### config.mk
export PLATFORM = sky130hd
export DESIGN_NAME = flash_readpath
export DESIGN_NICKNAME = d
export VERILOG_FILES = /design/src/rtl/flash_rp_pkg.sv /design/src/rtl/rp_cmd_decode.sv /design/src/rtl/rp_status_latch.sv /design/src/rtl/rp_id_decode.sv /design/src/rtl/flash_readpath.sv
export SDC_FILE = /design/constraint.sdc
export NUM_CORES = 1
export LEC_CHECK = 0
export BUFFER_PORTS_ARGS = -buffer_cell sky130_fd_sc_hd__buf_4
export CAP_MARGIN = 20
export CORE_MARGIN = 2
export CORE_UTILIZATION = 46
export DETAILED_ROUTE_END_ITERATION = 16
export PLACE_DENSITY = 0.79
export SETUP_SLACK_MARGIN = 0.5
export SKIP_CTS_REPAIR_TIMING = 1
export SYNTH_ARGS = -nofsm -noshare
export SYNTH_HDL_FRONTEND = slang
export SYNTH_SLANG_ARGS = --single-unit
### constraint.sdc
create_clock -name clk -period 2.1 [get_ports clk]
set_input_delay 0.105 -clock clk [delete_from_list [all_inputs] [get_ports clk]]
set_output_delay 0.105 -clock clk [all_outputs]
set_load 0.005 [all_outputs]
### src/rtl/flash_rp_pkg.sv
package flash_rp_pkg;

  typedef enum logic [1:0] {
    RM_ARRAY  = 2'd0,
    RM_STATUS = 2'd1,
    RM_IDENT  = 2'd2
  } rd_mode_e;

  localparam logic [7:0] CMD_STATUS = 8'h70;
  localparam logic [7:0] CMD_IDENT  = 8'h90;
  localparam logic [7:0] CMD_ARRAY  = 8'hFF;
  localparam logic [7:0] MFR_CODE   = 8'h89;

  function automatic logic [7:0] density_code(input int mbit);
    case (mbit)
      32:      return 8'h16;
      64:      return 8'h17;
      default: return 8'h18;
    endcase
  endfunction

  function automatic logic [15:0] pack_status(input logic busy, input logic [5:0] flags);
    return {8'h00, ~busy, flags, 1'b0};
  endfunction

  function automatic rd_mode_e next_mode(input logic [7:0] cmd, input rd_mode_e cur);
    case (cmd)
      CMD_STATUS: return RM_STATUS;
      CMD_IDENT:  return RM_IDENT;
      CMD_ARRAY:  return RM_ARRAY;
      default:    return cur;
    endcase
  endfunction

endpackage

### src/rtl/rp_cmd_decode.sv
module rp_cmd_decode
  import flash_rp_pkg::*;
(
  input  logic     clk,
  input  logic     rst_n,
  input  logic     enabled,
  input  logic     we_n,
  input  logic [7:0] cmd_byte,
  output rd_mode_e mode
);
  logic we_n_q;
  logic cmd_stb;

  assign cmd_stb = enabled & ~we_n & we_n_q;

  always_ff @(posedge clk or negedge rst_n) begin
    if (!rst_n) begin
      we_n_q <= 1'b1;
      mode   <= RM_ARRAY;
    end else begin
      we_n_q <= we_n;
      if (cmd_stb) mode <= next_mode(cmd_byte, mode);
    end
  end

  assert_mode_hold_R3: assert property (@(posedge clk) disable iff (!rst_n)
    !cmd_stb |=> $stable(mode));

endmodule

### src/rtl/rp_status_latch.sv
module rp_status_latch (
  input  logic        clk,
  input  logic        rst_n,
  input  logic        read_on,
  input  logic [15:0] sr_live,
  output logic [15:0] sr_view
);
  logic        read_on_q;
  logic        read_rise;
  logic [15:0] sr_hold;

  assign read_rise = read_on & ~read_on_q;
  assign sr_view   = read_rise ? sr_live : sr_hold;

  always_ff @(posedge clk or negedge rst_n) begin
    if (!rst_n) begin
      read_on_q <= 1'b0;
      sr_hold   <= '0;
    end else begin
      read_on_q <= read_on;
      if (read_rise) sr_hold <= sr_live;
    end
  end

  assert_hold_stable_R5: assert property (@(posedge clk) disable iff (!rst_n)
    (read_on && read_on_q) |=> $stable(sr_hold));

endmodule

### src/rtl/rp_id_decode.sv
module rp_id_decode
  import flash_rp_pkg::*;
#(
  parameter int OFF_W        = 6,
  parameter int DENSITY_MBIT = 128
) (
  input  logic [OFF_W-1:1] offset,
  input  logic             blk_locked,
  output logic [15:0]      id_word
);
  localparam logic [7:0] DEV_CODE = density_code(DENSITY_MBIT);

  always_comb begin
    case (offset)
      (OFF_W-1)'(0): id_word = {8'h00, MFR_CODE};
      (OFF_W-1)'(1): id_word = {8'h00, DEV_CODE};
      (OFF_W-1)'(2): id_word = {15'h0000, blk_locked};
      default:       id_word = 16'h0000;
    endcase
  end

endmodule

### src/rtl/flash_readpath.sv
module flash_readpath
  import flash_rp_pkg::*;
#(
  parameter int OFF_W        = 6,
  parameter int DENSITY_MBIT = 128
) (
  input  logic             clk,
  input  logic             rst_n,
  input  logic             ce0_n,
  input  logic             ce1_n,
  input  logic             ce2,
  input  logic             oe_n,
  input  logic             we_n,
  input  logic [OFF_W-1:1] addr,
  input  logic [15:0]      din,
  input  logic             wsm_busy,
  input  logic [5:0]       wsm_flags,
  input  logic             blk_locked,
  input  logic [15:0]      array_data,
  output logic [15:0]      dq_out,
  output logic [15:0]      dq_oe
);
  localparam logic [15:0] ALL_PINS  = '1;
  localparam logic [15:0] READY_PIN = 16'h0080;

  logic        enabled;
  logic        read_on;
  rd_mode_e    mode;
  logic [15:0] sr_live;
  logic [15:0] sr_view;
  logic [15:0] id_word;
  logic [15:0] data_nxt;
  logic [15:0] mask_nxt;

  assign enabled = ~ce0_n & ~ce1_n & ce2;
  assign read_on = enabled & ~oe_n;
  assign sr_live = pack_status(wsm_busy, wsm_flags);

  rp_cmd_decode u_cmd (
    .clk      (clk),
    .rst_n    (rst_n),
    .enabled  (enabled),
    .we_n     (we_n),
    .cmd_byte (din[7:0]),
    .mode     (mode)
  );

  rp_status_latch u_sr (
    .clk     (clk),
    .rst_n   (rst_n),
    .read_on (read_on),
    .sr_live (sr_live),
    .sr_view (sr_view)
  );

  rp_id_decode #(.OFF_W(OFF_W), .DENSITY_MBIT(DENSITY_MBIT)) u_id (
    .offset     (addr),
    .blk_locked (blk_locked),
    .id_word    (id_word)
  );

  always_comb begin
    case (mode)
      RM_STATUS: begin
        mask_nxt = sr_view[7] ? ALL_PINS : READY_PIN;
        data_nxt = sr_view & mask_nxt;
      end
      RM_IDENT: begin
        mask_nxt = ALL_PINS;
        data_nxt = id_word;
      end
      default: begin
        mask_nxt = ALL_PINS;
        data_nxt = array_data;
      end
    endcase
  end

  always_ff @(posedge clk or negedge rst_n) begin
    if (!rst_n) begin
      dq_out <= '0;
      dq_oe  <= '0;
    end else if (read_on) begin
      dq_out <= data_nxt;
      dq_oe  <= mask_nxt;
    end else begin
      dq_out <= '0;
      dq_oe  <= '0;
    end
  end

  assert_bus_gate_R2: assert property (@(posedge clk) disable iff (!rst_n)
    !read_on |=> (dq_oe == 16'h0000));

  assert_busy_mask_R6: assert property (@(posedge clk) disable iff (!rst_n)
    (read_on && mode == RM_STATUS && !sr_view[7]) |=> (dq_oe == READY_PIN && !dq_out[7]));

  assert_ready_full_R7: assert property (@(posedge clk) disable iff (!rst_n)
    (read_on && mode == RM_STATUS && sr_view[7]) |=> (dq_oe == ALL_PINS && dq_out[15:8] == 8'h00));

endmodule

## Word level (Yosys, flattened, before mapping)

Cells that the tools add are included.

| storage, ports and cells | value |
|---|---|
| bits in registers | 52 |
| input port bits | 52 |
| output and inout bits | 32 |
| word-level logic and storage cells | 37 |

| operators by class | value |
|---|---|
| eq/ne operators | 7 |
| multiplexer cells | 8 |
| bitwise logic cells | 13 |
| reduce and logical (&&, ||, !) cells | 3 |

Operator list:

| operator | number |
|---|---|
| 16-bit 2-to-1 mux | 5 |
| 16-bit one-hot mux with 2 select lines | 1 |
| 8-bit one-hot mux with 3 select lines | 1 |
| 16-bit AND | 1 |
| 8-bit equality test (second input constant) | 2 |
| 8-bit by 7-bit equality test with 1-bit output (second input constant) | 1 |
| 1-bit AND | 6 |
| 1-bit NOT | 6 |
| 2-bit one-hot mux with 3 select lines | 1 |
| 5-bit by 1-bit equality test with 1-bit output (second input constant) | 1 |
| 5-bit by 2-bit equality test with 1-bit output (second input constant) | 1 |
| 5-bit logical NOT | 1 |
| 3-bit nonzero test | 1 |
| 2-bit by 1-bit equality test with 1-bit output (second input constant) | 1 |
| 2-bit equality test (second input constant) | 1 |
| 2-bit AND reduction | 1 |

## Longest topological paths before layout

Gate-level depths: netlist (run 1).

| depth | value |
|---|---|
| word-level depth | 10 |
| gate-level depth with buffers | 7 |
| mapped depth without buffers | 6 |

## Modules after synthesis

A second synthesis (run 1) with hierarchy kept.

| unflattened totals | value |
|---|---|
| cells, all modules | 187 |
| area total of the unflattened synthesis | 2088.3 um2 |

By module, submodules not included:

| module | times used | cells each | area each (um2) | seq. area each (um2) |
|---|---|---|---|---|
| flash_readpath | 1 | 117 | 1107.3 | 450.4 |
| rp_status_latch | 1 | 36 | 688.2 | 425.4 |
| rp_cmd_decode | 1 | 15 | 160.2 | 76.3 |
| rp_id_decode | 1 | 19 | 132.6 | 0.0 |

## Worst setup path after synthesis (run 1)

OpenSTA, ideal clock, no wires.

| timing | value |
|---|---|
| kind | reg-to-reg |
| start | reg u_cmd.mode[0] |
| end | reg dq_out[4] |
| library setup time | 0.086 ns |
| arrival | 1.503 ns |
| data required time | 2.014 ns |
| setup slack | 0.511 ns |
| stages on the path, launching flop included | 7 |
| path buffers | 0 |
| period minus slack after synthesis | 1.589 ns |
| cells stage by stage | dfrtp_1 -> inv_1 -> ha_1 -> or4b_1 -> nor3b_1 -> a2111oi_2 -> nor3_1 |

| between the ends | value |
|---|---|
| word-level cells in the longest chain between the ends | 3 |
| elaborated cells between the ends (all ways) | 4 |
| classes of those cells | eq/ne: 2; mux: 2 |

Ends and longest elaborated chain:

| what | RTL line | source |
|---|---|---|
| from (decl) | rp_cmd_decode.sv:9 | `output rd_mode_e mode` |
| from (signal assigned) | rp_cmd_decode.sv:22 | `if (cmd_stb) mode <= next_mode(cmd_byte, mode);` |
| 2-bit equality test / 2-bit by 1-bit equality test with 1-bit output (equally long branches) | flash_readpath.sv:63 | `case (mode)` |
| 16-bit one-hot mux with 2 select lines (*) | flash_readpath.sv:63 |  |
| 16-bit 2-to-1 mux (*) | flash_readpath.sv:83 | `end else if (read_on) begin` |
| to (signal assigned) | flash_readpath.sv:84 | `dq_out <= data_nxt;` |
| to (decl) | flash_readpath.sv:20 | `output logic [15:0] dq_out,` |

Mark *: on every way between the ends. The rest lies on a longest branch, timed or not.
A chain may end at the register's enable or synchronous reset.

## Worst setup path in the final report (run 1)

| timing | value |
|---|---|
| start | reg u_cmd.mode[0] |
| end | reg dq_out[7] |

The elaborated chain is that of the path after synthesis.

==> results of run 1 <==
cells in the final DEF, fill, tap and decap left out, types with 2 or more instances in the layout:
cell / synthesis / final
and3b_1: 2 / 2
nor2b_1: 5 / 4
dfrtp_1: 36 / 36
clkbuf_8: 0 / 5
nor3b_1: 4 / 3
buf_4: 15 / 79
a22oi_1: 9 / 9
inv_1: 5 / 4
a21oi_1: 6 / 6
nor2_1: 12 / 12
nand2_1: 23 / 23
and3_1: 5 / 4
nor3_1: 6 / 5
o21ai_0: 5 / 5
nand3_1: 4 / 4
and2_1: 10 / 10
clkinv_2: 0 / 2
dlygate4sd3_1: 0 / 2
a2111oi_2: 2 / 2
tightest hold or removal path, delay by kind of cell:
kind | cells | cell delay, ns
simple gates | 2 | 0.09
buf+inv | 1 | 0.08
cells by family (layout without fill, tap and decap cells):
group / after synthesis / in the layout / synth area share
fa+ha+maj: 2 / 2 / 0.0140
buf+inv: 28 / 95 / 0.0977
mux: 1 / 1 / 0.00558
compound gates: 29 / 29 / 0.117
simple gates: 81 / 81 / 0.249
flops: 37 / 37 / 0.517
layout make-up:
class                   instances  area (um2)
clock buffers                   5        68.8
repair buffers                 81         613
fillers                       313        1270
multi-input cells             113         727
clock inverters                 3        17.5
flip-flops and latches         37         927
inverters                       6        27.5
well taps                      48        60.1
layer usage:
metal	up-vias	GRT usage
met4	0	0.0536
met5	-	0
li1	729	-
met3	2	0.0664
met1	676	0.234
met2	61	0.324
state kept, by name (all words and copies together) (netlist names):
name / flops
dq_oe: 2
dq_out: 16
u_cmd.mode: 2
u_cmd.we_n_q: 1
u_sr.sr_hold: 16
synth_stat cells (2+ instances only):
master	instances
dfrtp_1	36
nand2_1	23
buf_4	15
nor2_1	12
and2_1	10
a22oi_1	9
a21oi_1	6
nor3_1	6
and3_1	5
clkbuf_1	5
inv_1	5
nor2b_1	5
o21ai_0	5
nand3_1	4
nor3b_1	4
a2111oi_2	2
and3b_1	2
ha_1	2
or4b_1	2
metrics by stage:
step	utilization	cell area [um2]	total power (W)	instances	hold WS (ns)
6_report	0.657	2440	0.00143	293	0.0186
4_1_cts	0.640	2380	0.00144	290	-0.229
2_1_floorplan	-	1790	0.000857	178	-0.191
5_1_grt	0.657	2440	0.00151	293	0.0213
3_5_place_dp	0.616	2290	0.000967	282	0.0848
3_3_place_gp	0.616	2290	0.000963	282	0.0873
power by group:
part / switching, W / internal [W] / total (W)
logic: 0.0000798 / 0.000106 / 0.000186
clock network: 0.000247 / 0.000229 / 0.000476
registers: 0.0000256 / 0.000747 / 0.000773
total: 0.000353 / 0.00108 / 0.00143
worst max path at each step:
stage                                    startpoint             endpoint  slack, ns
after floorplan           u_cmd.mode[0]$_DFFE_PN0P_  dq_out[4]$_DFF_PN0_       0.51
after global placement                        ce0_n  dq_out[4]$_DFF_PN0_       0.34
after detailed placement                      ce0_n  dq_out[4]$_DFF_PN0_       0.33
after CTS                 u_cmd.mode[0]$_DFFE_PN0P_  dq_out[4]$_DFF_PN0_       0.36
after global routing      u_cmd.mode[0]$_DFFE_PN0P_  dq_out[7]$_DFF_PN0_       0.39
final                     u_cmd.mode[0]$_DFFE_PN0P_  dq_out[7]$_DFF_PN0_       0.46
==> impl_metrics.ini, run 1 <==
[routing]
dr_wl_met3_um = 262
first_iter_violations = 110
post_drt_wl_per_cell_um = 13.0
m1WireLength_mm = 1.63
top_layer = met4
via_count = 1468
via_per_inst = 5.01
dr.pass1.iters = 4
ant_nets = 0
drt-total-wl_mm = 3.82
route.met2.wl_mm = 1.92
route.detailed.drc = 0

[floorplan]
dieArea_mm2 = 0.00441
row_count = 22
die_h_um = 66.4
num_io_pins = 84
start_util = 0.482
coreArea_mm2 = 0.00372
dieWidth_um = 66.4

[yosys]
synth_ff_type = dfrtp_1
yosys.area.top_type = dfrtp_1
ys_ff_latch = 37
yosysWarnings = 0
synth_edf_count = 0
netlist_top_cells_area = dfrtp_1 50%, buf_4 6.3%, nand2_1 4.8%, a22oi_1 3.8%, and2_1 3.5%
syn_inst = 178
async_flop_share = 1.00
synth_cell_type_count = 39
postSynthAreaPerCell_um2 = 10.1
netlist_area_mm2 = 0.00179
synthDominantCellAreaShare = 0.502
synth_fp_nets = 232
synth.yosys.seq_area_share = 0.517

[timing]
rsz0062_at_grt = yes
period_share = 0.781
slew_violations = 0
min_period_ns = 1.64
tns_ns = 0
hold_viol = 0
max_freq_mhz = 610
setup_slack_ns = 0.460
skew_ns = 0.00418
maxSlewHeadroom = 0.676
worst_pin_slew_ns = 0.486
setup_viol = 0

[worst_setup_path]
cp.arrival_ns = 1.85
cp.required_ns = 2.31
worst_path_largest_cell_delay_ns = 0.49
path_buf_inv = 1
startpoint_type = flop
r2r_cells = 5
r2r-end = dq_out[7]$_DFF_PN0_
critical_path.cell_chain = inv_2, ha_4, or4b_4, or3_1, a31oi_1
worstPathMaxFanout = 4
cp_top_family = simple AND/OR/NAND/NOR gates
slowest_stage = or4b_4
endpoint_kind = flop
r2r_start = u_cmd.mode[0]$_DFFE_PN0P_
reg2reg_slack_ns = 0.46
cp.depth = 5
critical_path_class = flop to flop

[placement]
port_buffers = 75
place_congestion = 0.780
preCtsSetupSlack_ns = 0.328
dp_hpwl_mm = 2.83

[cells_and_area]
drive_gt1_frac = 0.412
insertedDiodeCount = 0
syn_to_final_growth_pct = 36.1
fin_nets = 298

[clocking]
cts.path.max_buffers = 2
clkLatencyLatePin_ns = 0.29
cts_tree = done
cts_made_buffers = 5
cts.sinks = 37
root_buffer = clkbuf_8
h-tree-depth = 2
clk_pin_slew_worst_paths_ns = 0.07

[power]
p_per_area_mw_per_mm2 = 587
p_leak_nw = 1.26
peakVddDrop_mv = 0.432

[hold_path]
whs_path_depth = 3
worstHoldStart = wsm_flags[4]
hp-class = primary input to flop
whs_endpoint = u_sr.sr_hold[5]$_DFF_PN0_

[grt]
grt_start_max_net_pins = 38
antenna_found_initial = 0
grt_remaining_overflow = 0
grtUsageTotal = 0.193
grt_pass1_vias = 1418
grt_pass1_wl_mm = 6.31

[job]
drv_cap = 0

[run_status]
status = finished, final reports clean
Note: power is estimated with default switching activity, not from simulation.
==> inputs of run 2 (changes only) <==
- CORE_UTILIZATION: 46 -> 42
- PLACE_DENSITY: 0.79 -> 0.76
- clock period: 2.1 -> 1.5 ns (I/O delays scaled with it)
==> impl_metrics.ini, run 2 (same netlist as run 1, synthesis figures left out) <==
[timing]
maxSlewHeadroom = 0.696
setup_viol = 4
tns_ns = -0.531
min_period_ns = 1.66
holdWs_ns = -0.0219
hold_viol = 2
period_share = 1.11
setup_slack_ns = -0.162
worst_pin_slew_ns = 0.452
rsz0062_at_grt = yes
slew_violations = 0
skew_ns = 0.00598
max_freq_mhz = 602

[power]
p_leak_nw = 1.45
peakVddDrop_mv = 0.344
p_per_area_mw_per_mm2 = 726

[run_status]
violations = negative hold slack, negative setup slack
status = finished with violations

[placement]
port_buffers = 75
place_congestion = 0.856
placed_cells = 293
dp_hpwl_mm = 3.02

[floorplan]
die_h_um = 69.3
coreArea_mm2 = 0.00406
dieArea_mm2 = 0.00481
dieWidth_um = 69.3
start_util = 0.442
num_io_pins = 84
row_count = 23

[routing]
dr_wl_met3_um = 298
top_layer = met4
ant_nets = 0
m1WireLength_mm = 1.94
via_count = 1631
route.met2.wl_mm = 2.70
first_iter_violations = 98
post_drt_wl_per_cell_um = 15.7
route.detailed.drc = 0
dr.pass1.iters = 4
via_per_inst = 5.11
drt-total-wl_mm = 5.00

[grt]
grt_start_max_net_pins = 38
antenna_found_initial = 0
grt_pass1_wl_mm = 6.89
grt_remaining_overflow = 0
grtUsageTotal = 0.178
grt_pass1_vias = 1492

[clocking]
cts_made_buffers = 5
h-tree-depth = 2
cts.path.max_buffers = 2
cts_tree = done
cts.sinks = 37
root_buffer = clkbuf_8
clk_pin_slew_worst_paths_ns = 0.08
clkLatencyLatePin_ns = 0.30

[cells_and_area]
fin_util = 0.735
layout_commonest_cell = buf_4
syn_to_final_growth_pct = 66.4
stdcell_count = 319
fillCellCount = 262
fin_nets = 322
seq_area_um2 = 931
top_regs = dq_out (16), u_sr.sr_hold (16)
insertedDiodeCount = 0
drive_gt1_frac = 0.610
multi_input_area_um2 = 931
final_cell_mix = 73 x buf_4, 33 x dfrtp_1, 22 x buf_6, 14 x nand2_1, 11 x nor2_1

[worst_setup_path]
worstPathMaxFanout = 4
slowest_stage = or4b_4
critical_path.cell_chain = inv_2, ha_4, or4b_4, nor3b_2, a2111oi_2, nor3_1
cp.arrival_ns = 1.88
startpoint_type = flop
endpoint_kind = flop
critical_path_class = flop to flop
worst_path_largest_cell_delay_ns = 0.49
cp.required_ns = 1.72

[job]
drv_cap = 0

[hold_path]
hp-class = primary input to flop
==> run 2: power breakdown <==
group          internal (W)  leakage [nW]  switching [W]
logic              0.000207         0.910       0.000157
clock network      0.000329        0.0481       0.000391
registers           0.00105         0.487      0.0000354
total               0.00158          1.45       0.000584
==> run 2: layout make-up <==
class | count | share of cell area
timing repair buffer | 105 | 0.312
clock inverter | 3 | 0.00755
multi-input combinational | 113 | 0.312
sequential | 37 | 0.312
tap | 50 | 0.0210
clock buffer | 5 | 0.0231
inverter | 6 | 0.0126
==> run 2: per-stage QoR <==
step / instance area, um2 / hold WS [ns] / power, W / worst slack, ns
3_5_place_dp: 2410 / 0.0624 / 0.00137 / -0.121
6_report: 2980 / -0.0219 / 0.00217 / -0.162
4_1_cts: 2500 / -0.262 / 0.00207 / -0.114
2_1_floorplan: 1880 / -0.221 / 0.00121 / -0.0217
5_1_grt: 2980 / -0.0114 / 0.00225 / -0.266
3_3_place_gp: 2410 / 0.0557 / 0.00137 / -0.0486
==> run 2: layer usage <==
layer	global-route usage	vias to the layer above
met5	0	-
li1	-	779
met2	0.303	61
met1	0.217	783
met3	0.0509	8
met4	0.0588	0
==> run 2: final timing paths <==
kind	startpoint	endpoint	slack, ns	cells past startpoint
worst max-delay path	u_cmd.mode[0]$_DFFE_PN0P_	dq_out[4]$_DFF_PN0_	-0.16	6
worst min-delay path	wsm_flags[0]	u_sr.sr_hold[1]$_DFF_PN0_	-0.02	3
worst max register to register	u_cmd.mode[0]$_DFFE_PN0P_	dq_out[4]$_DFF_PN0_	-0.16	6
worst min register to register	u_sr.sr_hold[1]$_DFF_PN0_	u_sr.sr_hold[1]$_DFF_PN0_	0.49	2
max in group asynchronous	rst_n	dq_oe[14]$_DFF_PN0_	0.88	2
min in group asynchronous	rst_n	dq_out[10]$_DFF_PN0_	0.27	2
==> run 2: worst max-delay path: cells and delay by family, from the launching register on <==
family | cells | cell delay (ns)
flops | 1 | 0.40
buf+inv | 1 | 0.09
simple gates | 3 | 0.90
compound gates | 1 | 0.08
fa+ha+maj | 1 | 0.12
